File: src/rtl/txr_pkg.sv
package txr_pkg;
    // Descriptor bit positions; the host software depends on these.
    localparam int OWN_BIT    = 31;
    localparam int ERR_BIT    = 15;
    localparam int LAST_BIT   = 30;
    localparam int FIRST_BIT  = 29;
    localparam int EOR_BIT    = 25;
    localparam int CHAIN_BIT  = 24;
    localparam int WORD_BYTES = 4;
    localparam int DATA_W     = 32;

    typedef enum logic [2:0] {
        ST_IDLE,
        ST_RD_STAT,
        ST_RD_CTRL,
        ST_RD_BUF,
        ST_RD_LINK,
        ST_SEND,
        ST_WB,
        ST_SUSP
    } txr_state_e;
endpackage

File: src/rtl/txr_ctrl_decode.sv
module txr_ctrl_decode
    import txr_pkg::*;
#(
    parameter int LEN_W = 11
) (
    input  logic [DATA_W-1:0] ctrl_word,
    output logic [LEN_W-1:0]  byte_cnt,
    output logic              first_seg,
    output logic              last_seg,
    output logic              ring_end,
    output logic              chained
);
    assign byte_cnt  = ctrl_word[LEN_W-1:0];
    assign first_seg = ctrl_word[FIRST_BIT];
    assign last_seg  = ctrl_word[LAST_BIT];
    assign ring_end  = ctrl_word[EOR_BIT];
    assign chained   = ctrl_word[CHAIN_BIT];

    logic unused_ctrl;
    assign unused_ctrl = ^{ctrl_word[31], ctrl_word[28:26], ctrl_word[23:LEN_W]};
endmodule

File: src/rtl/txr_next_addr.sv
module txr_next_addr #(
    parameter int AW         = 32,
    parameter int DESC_BYTES = 16,
    parameter bit CHAIN_EN   = 1'b1
) (
    input  logic [AW-1:0] cur_addr,
    input  logic [AW-1:0] ring_base,
    input  logic [AW-1:0] link_addr,
    input  logic          ring_end,
    input  logic          chained,
    output logic [AW-1:0] next_addr
);
    localparam logic [AW-1:0] STEP = AW'(DESC_BYTES);

    generate
        if (CHAIN_EN) begin : g_chain
            // End of ring wins over chaining.
            assign next_addr = ring_end ? ring_base :
                               chained  ? link_addr : cur_addr + STEP;
        end else begin : g_linear
            assign next_addr = ring_end ? ring_base : cur_addr + STEP;
            logic unused_link;
            assign unused_link = ^{link_addr, chained};
        end
    endgenerate
endmodule

File: src/rtl/txring_engine.sv
module txring_engine
    import txr_pkg::*;
#(
    parameter int AW         = 32,
    parameter int LEN_W      = 11,
    parameter int DESC_BYTES = 16,
    parameter bit CHAIN_EN   = 1'b1
) (
    input  logic              clk,
    input  logic              rst_n,
    input  logic [AW-1:0]     csr_ring_base,
    input  logic              csr_poll,
    input  logic              csr_tx_en,
    output logic              mem_req,
    output logic              mem_we,
    output logic [AW-1:0]     mem_addr,
    output logic [DATA_W-1:0] mem_wdata,
    input  logic [DATA_W-1:0] mem_rdata,
    input  logic              mem_ack,
    output logic              snd_req,
    output logic [AW-1:0]     snd_buf_addr,
    output logic [LEN_W-1:0]  snd_len,
    output logic              snd_first,
    output logic              snd_last,
    input  logic              snd_done,
    input  logic              snd_err,
    output logic              tx_irq,
    output logic              tx_suspended
);
    localparam logic [AW-1:0] OFS_CTRL = AW'(1 * WORD_BYTES);
    localparam logic [AW-1:0] OFS_BUF  = AW'(2 * WORD_BYTES);
    localparam logic [AW-1:0] OFS_LINK = AW'(3 * WORD_BYTES);

    typedef struct packed {
        txr_state_e       st;
        logic [AW-1:0]     cur;
        logic [DATA_W-1:0] ctrl;
        logic [AW-1:0]     bufp;
        logic [AW-1:0]     link;
        logic              err;
    } eng_t;

    eng_t q, d;

    logic          ring_end, chained;
    logic [AW-1:0] nxt_addr;

    txr_ctrl_decode #(.LEN_W(LEN_W)) i_decode (
        .ctrl_word (q.ctrl),
        .byte_cnt  (snd_len),
        .first_seg (snd_first),
        .last_seg  (snd_last),
        .ring_end  (ring_end),
        .chained   (chained)
    );

    txr_next_addr #(.AW(AW), .DESC_BYTES(DESC_BYTES), .CHAIN_EN(CHAIN_EN)) i_next (
        .cur_addr  (q.cur),
        .ring_base (csr_ring_base),
        .link_addr (q.link),
        .ring_end  (ring_end),
        .chained   (chained),
        .next_addr (nxt_addr)
    );

    always_comb begin
        d         = q;
        mem_req   = 1'b0;
        mem_we    = 1'b0;
        mem_addr  = q.cur;
        mem_wdata = '0;
        snd_req   = 1'b0;
        tx_irq    = 1'b0;
        unique case (q.st)
            ST_IDLE: begin
                d.cur = csr_ring_base;
                if (csr_tx_en) d.st = ST_RD_STAT;
            end
            ST_RD_STAT: begin
                mem_req = 1'b1;
                if (mem_ack) d.st = mem_rdata[OWN_BIT] ? ST_RD_CTRL : ST_SUSP;
            end
            ST_RD_CTRL: begin
                mem_req  = 1'b1;
                mem_addr = q.cur + OFS_CTRL;
                if (mem_ack) begin
                    d.ctrl = mem_rdata;
                    d.st   = ST_RD_BUF;
                end
            end
            ST_RD_BUF: begin
                mem_req  = 1'b1;
                mem_addr = q.cur + OFS_BUF;
                if (mem_ack) begin
                    d.bufp = AW'(mem_rdata);
                    d.st   = ST_RD_LINK;
                end
            end
            ST_RD_LINK: begin
                mem_req  = 1'b1;
                mem_addr = q.cur + OFS_LINK;
                if (mem_ack) begin
                    d.link = AW'(mem_rdata);
                    d.st   = ST_SEND;
                end
            end
            ST_SEND: begin
                snd_req = 1'b1;
                if (snd_done) begin
                    d.err = snd_err;
                    d.st  = ST_WB;
                end
            end
            ST_WB: begin
                mem_req            = 1'b1;
                mem_we             = 1'b1;
                mem_wdata[ERR_BIT] = q.err;
                if (mem_ack) begin
                    tx_irq = 1'b1;
                    d.cur  = nxt_addr;
                    d.st   = csr_tx_en ? ST_RD_STAT : ST_IDLE;
                end
            end
            ST_SUSP: begin
                if (!csr_tx_en)    d.st = ST_IDLE;
                else if (csr_poll) d.st = ST_RD_STAT;
            end
            default: d.st = ST_IDLE;
        endcase
    end

    always_ff @(posedge clk) begin
        if (!rst_n) q <= '0;
        else        q <= d;
    end

    assign snd_buf_addr = q.bufp;
    assign tx_suspended = (q.st == ST_SUSP);
endmodule

File: config.mk
export PLATFORM = sky130hd
export DESIGN_NAME = txring_engine
export DESIGN_NICKNAME = d
export VERILOG_FILES = /design/src/rtl/txr_pkg.sv /design/src/rtl/txr_ctrl_decode.sv /design/src/rtl/txr_next_addr.sv /design/src/rtl/txring_engine.sv
export SDC_FILE = /design/constraint.sdc
export NUM_CORES = 1
export LEC_CHECK = 0
export ABC_CLOCK_PERIOD_IN_PS = 3210
export BUFFER_PORTS_ARGS = -buffer_cell sky130_fd_sc_hd__buf_4
export CAP_MARGIN = 10
export CORE_AREA = 2 2 165 167
export CTS_BUF_LIST = sky130_fd_sc_hd__clkbuf_4 sky130_fd_sc_hd__clkbuf_8 sky130_fd_sc_hd__clkbuf_16
export DETAILED_ROUTE_END_ITERATION = 16
export DIE_AREA = 0 0 167 169
export GPL_ROUTABILITY_DRIVEN = 0
export PLACE_DENSITY_LB_ADDON = 0.1
export SYNTH_ARGS = -nofsm -noshare
export SYNTH_HDL_FRONTEND = slang
export SYNTH_HIERARCHICAL = 1
export SYNTH_SLANG_ARGS = --single-unit
File: constraint.sdc
create_clock -name clk -period 3.21 [get_ports clk]
set_clock_uncertainty 0.15 [all_clocks]
set_input_delay 0.1605 -clock clk [delete_from_list [all_inputs] [get_ports clk]]
set_output_delay 0.1605 -clock clk [all_outputs]
set_load 0.02 [all_outputs]
# --- After elaboration in Yosys (flattened, before gate mapping) ---
# Cells that the tools add are included.
op_classes:
  n_eq_ne: 15
  add_sub_neg: 4
  reduce_logical: 9
  n_mux: 22
op_table:
  columns: ["operator", "count"]
  rows:
  - ["$pmux 32 s3", 1]
  - ["$add 32x4->32 const B", 2]
  - ["$mux 32", 2]
  - ["$pmux 32 s2", 1]
  - ["$mux 35", 1]
  - ["$add 32x3->32 const B", 1]
  - ["$add 32x5->32 const B", 1]
  - ["$mux 3", 9]
  - ["$pmux 3 s8", 1]
  - ["$ne 2x2->1 const B", 7]
  - ["$eq 3x3->1 const B", 4]
  - ["$reduce_and 2->1", 5]
  - ["$reduce_and 8->1", 1]
  - ["$mux 1", 7]
  - ["$eq 3x2->1 const B", 2]
  - ["$reduce_or 5->1", 1]
  - ["$eq 3x1->1 const B", 1]
  - ["$logic_not 3->1", 1]
  - ["$ne 3x3->1 const B", 1]
  - ["$reduce_bool 2->1", 1]
word_totals:
  output_inout_bits: 114
  regBits: 131
  word_cells: 56

# --- Logic depth before layout (Yosys ltp) ---
logic_depth:
  depth_word: 5
  ltp_mapped: 11

# --- Modules after synthesis ---
# The synthesis kept the hierarchy.
modules_own_cells:
  columns: ["mod", "area_per_inst_um2", "n_inst", "cells_per_inst"]
  rows:
  - ["txring_engine", 6486.2, 1, 812]
  - ["txr_next_addr", 1214.9, 1, 186]
  - ["txr_ctrl_decode", 112.6, 1, 15]

# --- Least setup slack after synthesis ---
# OpenSTA, ideal clock, no wires.
synth_path:
  path_type: "reg-to-output"
  startpoint: "register q[129] (netlist name)"
  endpoint: "output port mem_addr[18]"
  n_path_buf: 3
  required_time_ns: 2.899
  arrival_ns: 2.275
  path_slack_ns: 0.624
  path_stages_with_launch: 12
  path_cell_list: "dfxtp_1 buf_4 buf_2 nor2_1 xor2_1 ha_1 nor2_1 a2bb2oi_1 o22ai_2 buf_2 nand4_1 xnor2_1"
synth_via:
  elab_chain_len: 2
  word_cells_on_any_way: 4
  cone_classes: "eq/ne: 3; mux: 1"
synth_lines:
  columns: ["element", "line", "source"]
  rows:
  - ["start, declared", "txring_engine.sv:43", "eng_t q, d;"]
  - ["start signal, assigned", "txring_engine.sv:133", "if (!rst_n) q <= '0;"]
  - ["start signal, assigned", "txring_engine.sv:134", "else q <= d;"]
  - ["$eq 3x3->1 / $eq 3x2->1 (equally long branches)", "txring_engine.sv:74", "unique case (q.st)"]
  - ["$pmux 32 s3 (*)", "txring_engine.sv:74", null]
  - ["end, declared", "txring_engine.sv:16", "output logic [AW-1:0] mem_addr,"]
# Mark *: on every way between the ends. The rest lies on a longest branch, timed or not.

# --- Final worst setup path ---
layout_path:
  startpoint: "register q[130] (netlist name)"
  endpoint: "output port mem_addr[24]"
# Same word-level chain as after synthesis.

==> impl_metrics.py <==
metrics = {
    "run_status": {
        "status": "finished, final reports clean",
    },
    "critical_path": {
        "worst_setup_path_end_kind": "output pin",
        "critical_path_class": "register to output pin",
        "worstPathMaxFanout": 12,
        "worstRegToRegCells": 7,
        "arrival_ns": 2.67,
        "crit_required_ns": 2.90,
        "crit_path_start_kind": "register",
        "r2r_setup_slack_ns": 0.41,
    },
    "die": {
        "dieArea_mm2": 0.02822,
        "io_pins": 185,
        "die_x_um": 167,
        "initial_core_util_pct": 27.40,
        "coreArea_mm2": 0.02650,
        "num_rows": 60,
        "die_h_um": 169,
    },
    "routing": {
        "vias": 6763,
        "drc": 0,
        "wl_per_cell_um": 17.00,
        "wirelength_mm": 24.51,
        "via_per_inst": 4.690,
        "ant_nets": 0,
        "first_iter_violations": 405,
        "dr.pass1.iters": 5,
    },
    "global_route": {
        "grt-busiest-layer": "met2",
        "grt_use_total_pct": 17.32,
        "grt-ovfl-total": 0,
        "grt_pass1_wl_mm": 38.41,
        "use_met2_pct": 27.93,
        "grt_pass1_vias": 6560,
        "grtUsageMet1_pct": 24.20,
        "grt.met3_usage_pct": 2.969,
        "grt_max_degree": 47,
        "grt_antenna_before_repair": 0,
    },
    "yosys": {
        "synth_cells": 945,
        "syn_area_mm2": 0.007261,
        "yosys_warnings": 6,
        "syn_avg_cell_area_um2": 7.683,
    },
    "clock_network": {
        "htreeDepth": 4,
        "cts_tree": "built",
        "path_clk_slew_ns": 0.06,
        "clk_latency_ns": 0.42,
        "numCtsBuffers": 17,
        "clock-root-buffer": "clkbuf_16",
        "clockBufferDepth": 2,
        "post_cts_buffers": 0,
        "cts.sinks": 115,
    },
    "final_layout": {
        "finalCoreUtilization_pct": 35.80,
        "fin_nets": 1162,
        "drive_above_1_share_pct": 22.34,
        "areaGrowthSynthToFinish_pct": 30.67,
        "finalInstanceArea_mm2": 0.009488,
        "insertedDiodeCount": 0,
    },
    "sta": {
        "tightest_slew_ns": 0.8289,
        "max_freq_mhz": 335.3,
        "finalHoldViolations": 0,
        "fin_ws_ns": 0.2279,
        "setup_viol": 0,
        "holdWs_ns": 0.01633,
        "rsz0062_at_grt": "true",
        "slew_headroom_pct": 44.74,
        "period_minus_slack_ns": 2.982,
        "fin_crit_sh_pct": 92.90,
        "drv_slew": 0,
    },
    "place": {
        "pre_cts_ws_ns": 0.4762,
        "place_hpwl_mm": 17.31,
        "io_buffers": 153,
        "place_area_mm2": 0.008198,
    },
    "power": {
        "irDropWorstVdd_uv": 371.4,
        "intPower_w": 0.003371,
        "static-leakage-power_nw": 3.631,
        "p_sw_share_pct": 33.89,
        "pwr-share-comb_pct": 26.6,
        "powerDensity_mw_per_mm2": 537.4,
        "p_switching_w": 0.001728,
        "p_clk_share_pct": 38.6,
        "seq_power_share_pct": 34.8,
    },
    "hold_path": {
        "min_path_type": "primary input to register",
        "whs_path_depth": 3,
    },
    "job": {
        "drv_cap": 0,
    },
}
==> registers in the layout (all words and copies together), names as in the netlist <==
signal / cells
snd_buf_addr: 32
q: 83
==> final timing paths <==
kind	end	from
worst min register to register	q[13]	q[13]
worst max-delay path	mem_addr[24]	q[130]
worst max register to register	q[0]	q[129]
worst min-delay path	q[105]	csr_ring_base[8]
==> cell type report <==
| cell class | count | area [um2] |
|---|---|---|
| Multi-Input combinational cell | 701 | 4103 |
| Clock inverter | 13 | 160.2 |
| Fill cell | 2820 | 17010 |
| Inverter | 10 | 38.79 |
| Tap cell | 341 | 426.7 |
| Clock buffer | 19 | 440.4 |
| Timing Repair Buffer | 243 | 2017 |
| Sequential cell | 115 | 2302 |
==> worst max-delay path: stages, from the launching register on <==
cell and delay, ns:
dfxtp_1 0.30, nand2b_1 0.20, nor2_1 0.24, xor2_1 0.17, ha_1 0.22, nor2_1 0.06
a2bb2oi_1 0.18, o22ai_4 0.34, nand4_1 0.17, xnor2_1 0.19, buf_4 0.17
==> power groups by stage <==
stage                     combinational, W  sequential (W)  clock [W]
after floorplan                   0.000917         0.00172          0
after global placement             0.00130         0.00180          0
after detailed placement           0.00129         0.00180          0
after CTS                          0.00136         0.00177    0.00201
after global routing               0.00149         0.00180    0.00207
final                              0.00136         0.00178    0.00197
==> layout by cell type, fill, tap and decap left out, types with 25 or more instances in the layout <==
cell type,n
nor2_1,60
a21oi_1,93
conb_1,31
o21ai_0,26
mux2i_1,46
dfxtp_1,115
nand2_1,202
a211oi_1,32
dlygate4sd3_1,67
xnor2_1,25
buf_4,174
==> layer usage <==
metal | vias up | routed length, um
met5 | - | 0
met4 | 0 | 179
met3 | 18 | 933
met2 | 166 | 11170
met1 | 3140 | 12220
li1 | 3439 | -
==> metrics by stage <==
stage / total power [W] / cells / setup TNS, ns
after floorplan: 0.002640 / 975 / 0
after global placement: 0.003100 / 1343 / 0
after detailed placement: 0.003099 / 1343 / 0
after CTS: 0.005150 / 1442 / 0
after global routing: 0.005365 / 1442 / -0.01384
final: 0.005098 / 1442 / 0
==> timing repair <==
| action | in CTS | in global routing |
|---|---|---|
| endpoints found under the setup margin | 0 | 12 |
| hold endpoints to repair | 113 | 0 |
| resized for setup | 0 | 2 |
| hold buffers | 67 | 0 |
No activity file was read; power rests on OpenSTA's default activity.
